### src/rtl/axil_alias_pkg.sv
// Package: shared response codes and address helpers for the aliased
// register slave. Assumes byte addressing and a power-of-two data width.
package axil_alias_pkg;

    typedef enum logic [1:0] {
        RESP_OKAY = 2'b00
    } resp_e;

    // Number of address bits that select a byte inside one data word.
    function automatic int byte_shift(input int data_w);
        return $clog2(data_w / 8);
    endfunction

endpackage

### src/rtl/alias_wr_ctrl.sv
// Write channel control: accepts address and data together only when both
// are valid and no response is pending, then holds the response until taken.
// Assumes the register bank performs the write on the accept edge.
module alias_wr_ctrl (
    input  logic clk,
    input  logic rst_n,
    input  logic awvalid,
    input  logic wvalid,
    input  logic bready,
    output logic accept,
    output logic bvalid
);

    // Joint accept: both channels valid and the response slot free.
    always_comb begin
        accept = awvalid && wvalid && !bvalid;
    end

    // Response flag: set by an accepted write, cleared when the master takes it.
    always_ff @(posedge clk) begin
        if (!rst_n) begin
            bvalid <= 1'b0;
        end else if (accept) begin
            bvalid <= 1'b1;
        end else if (bready) begin
            bvalid <= 1'b0;
        end
    end

endmodule

### src/rtl/alias_reg_bank.sv
// Register bank: WORDS words of DATA_W bits at the bottom of a 2**WIN_W byte
// window. Only the window bits of each address are decoded. Locations past
// the last word ignore writes and read as zero. Reads are combinational and
// see the contents before any write on the same edge.
module alias_reg_bank #(
    parameter int DATA_W = 32,
    parameter int WIN_W  = 5,
    parameter int WORDS  = 4
) (
    input  logic                clk,
    input  logic                rst_n,
    input  logic                we,
    input  logic [WIN_W-1:0]    waddr,
    input  logic [DATA_W-1:0]   wdata,
    input  logic [DATA_W/8-1:0] wstrb,
    input  logic [WIN_W-1:0]    raddr,
    output logic [DATA_W-1:0]   rword
);

    localparam int BYTES = DATA_W / 8;
    localparam int BSH   = axil_alias_pkg::byte_shift(DATA_W);
    localparam int IDX_W = WIN_W - BSH;

    logic [DATA_W-1:0] mem [WORDS];
    logic [IDX_W-1:0]  widx;
    logic [IDX_W-1:0]  ridx;

    // Word index taken from the window bits above the byte lanes.
    always_comb begin
        widx = waddr[WIN_W-1:BSH];
        ridx = raddr[WIN_W-1:BSH];
    end

    // One storage word per generate step, each byte lane under its strobe.
    for (genvar w = 0; w < WORDS; w++) begin : g_word
        for (genvar b = 0; b < BYTES; b++) begin : g_lane
            // Byte lane register: cleared in reset, loaded when this word and lane are written.
            always_ff @(posedge clk) begin
                if (!rst_n) begin
                    mem[w][8*b +: 8] <= 8'h00;
                end else if (we && wstrb[b] && (int'(widx) == w)) begin
                    mem[w][8*b +: 8] <= wdata[8*b +: 8];
                end
            end
        end
    end

    // Read mux: the selected backed word, zero for the unbacked part.
    always_comb begin
        rword = '0;
        for (int w = 0; w < WORDS; w++) begin
            if (int'(ridx) == w) begin
                rword = mem[w];
            end
        end
    end

endmodule

### src/rtl/alias_rd_ctrl.sv
// Read channel control: takes one address at a time, registers the selected
// word and holds it with rvalid until the master takes it.
module alias_rd_ctrl #(
    parameter int DATA_W = 32
) (
    input  logic              clk,
    input  logic              rst_n,
    input  logic              arvalid,
    input  logic              rready,
    input  logic [DATA_W-1:0] rword,
    output logic              arready,
    output logic              rvalid,
    output logic [DATA_W-1:0] rdata
);

    // Address ready only while the single response slot is empty.
    always_comb begin
        arready = !rvalid;
    end

    // Response slot: capture on accept, release when taken.
    always_ff @(posedge clk) begin
        if (!rst_n) begin
            rvalid <= 1'b0;
            rdata  <= '0;
        end else if (arvalid && arready) begin
            rvalid <= 1'b1;
            rdata  <= rword;
        end else if (rready) begin
            rvalid <= 1'b0;
        end
    end

endmodule

### src/rtl/axil_alias_regs.sv
// Top: AXI4-Lite slave with a 2**WIN_W byte aliased window, of which only the
// lower WORDS words hold storage. The upper bus address bits are ignored.
// Assumes a single clock and a synchronous active-low reset.
module axil_alias_regs #(
    parameter int BUS_AW = 12,
    parameter int DATA_W = 32,
    parameter int WIN_W  = 5,
    parameter int WORDS  = 4
) (
    input  logic                clk,
    input  logic                rst_n,
    input  logic                awvalid,
    output logic                awready,
    input  logic [BUS_AW-1:0]   awaddr,
    input  logic                wvalid,
    output logic                wready,
    input  logic [DATA_W-1:0]   wdata,
    input  logic [DATA_W/8-1:0] wstrb,
    output logic                bvalid,
    input  logic                bready,
    output logic [1:0]          bresp,
    input  logic                arvalid,
    output logic                arready,
    input  logic [BUS_AW-1:0]   araddr,
    output logic                rvalid,
    input  logic                rready,
    output logic [DATA_W-1:0]   rdata,
    output logic [1:0]          rresp
);

    logic              wr_accept;
    logic [DATA_W-1:0] sel_word;
    logic              unused_hi;

    // Upper bus address bits play no part in decoding (aliasing).
    always_comb begin
        unused_hi = ^{awaddr[BUS_AW-1:WIN_W], araddr[BUS_AW-1:WIN_W]};
    end

    alias_wr_ctrl u_wr (
        .clk     (clk),
        .rst_n   (rst_n),
        .awvalid (awvalid),
        .wvalid  (wvalid),
        .bready  (bready),
        .accept  (wr_accept),
        .bvalid  (bvalid)
    );

    alias_reg_bank #(
        .DATA_W (DATA_W),
        .WIN_W  (WIN_W),
        .WORDS  (WORDS)
    ) u_bank (
        .clk   (clk),
        .rst_n (rst_n),
        .we    (wr_accept),
        .waddr (awaddr[WIN_W-1:0]),
        .wdata (wdata),
        .wstrb (wstrb),
        .raddr (araddr[WIN_W-1:0]),
        .rword (sel_word)
    );

    alias_rd_ctrl #(
        .DATA_W (DATA_W)
    ) u_rd (
        .clk     (clk),
        .rst_n   (rst_n),
        .arvalid (arvalid),
        .rready  (rready),
        .rword   (sel_word),
        .arready (arready),
        .rvalid  (rvalid),
        .rdata   (rdata)
    );

    // Both write channels share one ready; responses are always OKAY.
    always_comb begin
        awready = wr_accept;
        wready  = wr_accept;
        bresp   = axil_alias_pkg::RESP_OKAY;
        rresp   = axil_alias_pkg::RESP_OKAY;
    end

endmodule

### config.mk
export PLATFORM = sky130hd
export DESIGN_NAME = axil_alias_regs
export DESIGN_NICKNAME = d
export VERILOG_FILES = /design/src/rtl/axil_alias_pkg.sv /design/src/rtl/alias_wr_ctrl.sv /design/src/rtl/alias_reg_bank.sv /design/src/rtl/alias_rd_ctrl.sv /design/src/rtl/axil_alias_regs.sv
export SDC_FILE = /design/constraint.sdc
export NUM_CORES = 1
export LEC_CHECK = 0
export ABC_CLOCK_PERIOD_IN_PS = 5100
export BUFFER_PORTS_ARGS = -buffer_cell sky130_fd_sc_hd__buf_2
export CAP_MARGIN = 20
export CORE_MARGIN = 1.5
export CORE_UTILIZATION = 60
export DETAILED_ROUTE_END_ITERATION = 16
export PLACE_DENSITY = 0.92
export SLEW_MARGIN = 20
export SYNTH_ARGS = -nofsm -noshare
export SYNTH_HDL_FRONTEND = slang
export SYNTH_SLANG_ARGS = --single-unit
export TNS_END_PERCENT = 30
### constraint.sdc
create_clock -name clk -period 5.1 [get_ports clk]
set_input_delay 1.02 -clock clk [delete_from_list [all_inputs] [get_ports clk]]
set_output_delay 1.02 -clock clk [all_outputs]
set_load 0.005 [all_outputs]
==> results.md <==
* Outcome: complete, no violations
* ANT nets after route at 0
* Sequential share of the synthesized area at 67.9%
* GRT Residual Overflow at 0
* Pre-CTS WS at 2.17 ns
* CP required at 4.08 ns
* Final setup vio count at 0
* Critical path capture point type: primary output
* Clk buf depth at 2
* # Max-Cap Violations at 0
* Post-CTS setup buffer count at 0
* Final Max Slew Viols at 0
* Worst min path class: reg2reg
* Fmax at 374 MHz
* RSZ-0062 raised after global routing: no
* Layout cells sized above 1 at 28.7%
* Die Y at 108 um
* WL/cell at 20.5 um
* FILL cells at 667
* Largest net degree at the start of global routing at 34
* Drt first pass iters at 5
* Initial antenna violation count at 1
* Number of buffers created by CTS at 17
* Clock-pin slew on the worst setup and hold paths at 0.07 ns
* Clk sinks at 162
* Number of global-route vias before repair at 4358
* Worst-path cell chain: buf_2 -> and3b_1 -> buf_2
* Worst vdd rail ir drop at 0.000183 V
* Placed wire-length estimate at 8970 um
* Most used cell, CP: buf_2
* Drt drc at 0
* Minimum clock period at 2.68 ns
* Syn-to-layout area delta at 16.0%
* Crit path kind: in2out
* Final Skew at 0.00880 ns
* Initial Util at 61.4%
* DR vias at 4273
* Max-slew headroom at 39.5%
* Core Rows at 38
* Yosys synthesis warning count at 0
* First-pass GRT wire length at 22000 um
* Drt via density at 6.03
* Final Wtd Congestion at 0.731
* Count of final hold-check violations at 0
* Port Buffers at 85
* Width of the die at 108 um
* Critical Path Source Type: primary input
* CTS tree: yes
* Worst hold margin at 0.473 ns
* Synth unique cells at 32
* CP delay by family, top: simple AND/OR/NAND/NOR gates
* Worst slew pin tran at 0.905 ns
* Cells after Synth at 474
* Synthesized cell area at 6660 um^2
* Pwr Total at 2.89 mW
* Htree depth at 4
* Pwr/cell area at 374 nW/um^2
* Critical Path AT at 1.66 ns
* Core area at 10800 um^2
* Buf/Inv on CP at 2
* Root Driver: clkbuf_8
* Avg Cell Area, Syn at 14.0 um^2
* CTS Hold Buffers Added at 0
* Post-DP Area at 7160 um^2
* Post-Route WL at 14500 um
* Fin Setup TNS at 0 ns
* Static Leak at 2.82 nW
* Die area at 11700 um^2
* Crit path max-delay cell type: and3b_1
* Clk_lat worst skew at 0.53 ns
* Setup slack after layout at 2.42 ns
* Tcrit/Tclk final at 52.5%
* Multi-input gate area at 1910 um^2
* Io pins at 108
* Sequential Area at 4520 um^2
* CP max stage delay at 0.35 ns
* Gr usage total at 26.3%
* Initial DRC count at 391
* Crit path max fanout at 7
* Post-CTS Resized at 0
* Final #Nets at 622
* Seq cells post-synth at 162
* Final Cell Area at 7720 um^2
area by class of cell:
cell class                      count  share of cell area, %
Antenna cell                        1                 0.0324
Clock buffer                       20                   5.51
Clock inverter                     12                   1.73
Inverter                            1                 0.0486
Multi-Input combinational cell    274                   24.8
Sequential cell                   162                   58.6
Tap cell                          140                   2.27
Timing Repair Buffer               99                   7.03
cell usage in the layout (no fill, tap or decap), types with 2 or more instances in the layout:
master / Yosys / layout
nor2_2: 2 / 2
mux4_2: 31 / 31
nand2_1: 38 / 38
bufinv_16: 0 / 2
edfxtp_1: 128 / 128
nor2_1: 127 / 127
mux2i_1: 2 / 2
dfxtp_1: 34 / 34
clkbuf_1: 18 / 3
o21ai_1: 0 / 9
o21ai_0: 16 / 7
buf_2: 10 / 85
a22o_1: 31 / 31
clkbuf_16: 0 / 16
nand2b_1: 2 / 2
clkinvlp_4: 0 / 7
and4b_1: 4 / 4
buf_4: 5 / 13
nand3b_1: 3 / 3
conb_1: 1 / 4
worst paths after layout:
check | start | end | slack (ns) | depth (start not counted)
worst max-delay path | awvalid | wready | 2.42 | 3
worst min-delay path | u_rd.rdata[12] | u_rd.rdata[12] | 0.47 | 1
worst max register to register | u_wr.bvalid | u_bank.mem[1][15] | 3.08 | 3
worst min register to register | u_rd.rdata[12] | u_rd.rdata[12] | 0.47 | 1
layer usage:
metal,up-vias,part of all wire (%),track usage (%)
li1,1890,-,-
met1,2082,36,32.0
met2,260,52,43.9
met3,39,9.0,6.75
met4,2,2.9,12.9
met5,-,0.069,0
cell usage after synthesis, drive strengths merged:
cell type  number  area, um^2
mux2i           2        20.0
or3b            2        17.5
o21a            1        7.51
nand3           1        5.00
and4b           4        40.0
dfxtp          34         681
buf            22         166
and3b           1        8.76
nor3b           2        20.0
nor2          129         489
conb            1        3.75
o311a           1        10.0
o21ai          16        80.1
inv             1        3.75
mux4           31         698
nor2b           2        20.0
edfxtp        128        3840
and2            1        6.26
o211a           1        10.0
or3             1        6.26
clkbuf         18        67.6
nand2b          2        12.5
nand3b          3        22.5
a22o           31         272
nor3            1        5.00
nand2          38         143
worst register-to-register path, delay by kind of cell (launching register included):
family | cells | cell delay, ns
AND/OR/NAND/NOR | 2 | 0.60
flip-flops | 1 | 0.35
AO/OA/AOI/OAI | 1 | 0.70
cells by family (layout without fill, tap and decap cells):
logic type,after synthesis,count (layout),share of synthesized area (%)
simple gates,187,187,12.0
mux,33,33,10.8
compound gates,50,50,5.69
other cells,1,5,0.0563
flops,162,162,67.9
buf+inv,41,132,3.57
stage by stage:
step	cells	util, %
floorplan	477	-
finish	709	71.2
CTS	708	71.2
global route	708	71.2
global placement	675	65.9
detailed placement	676	66.1
power by group:
part	switching, mW	leakage [nW]	internal [mW]
Combinational	0.108	0.997	0.0811
Sequential	0.0189	1.58	1.48
Clock	0.509	0.247	0.696
registers in the layout, summed over array words and instances, names as in the netlist:
register     count
u_wr.bvalid      1
u_rd.rdata      32
u_rd.rvalid      1
u_bank.mem     128
(Power assumes the default switching activity.)
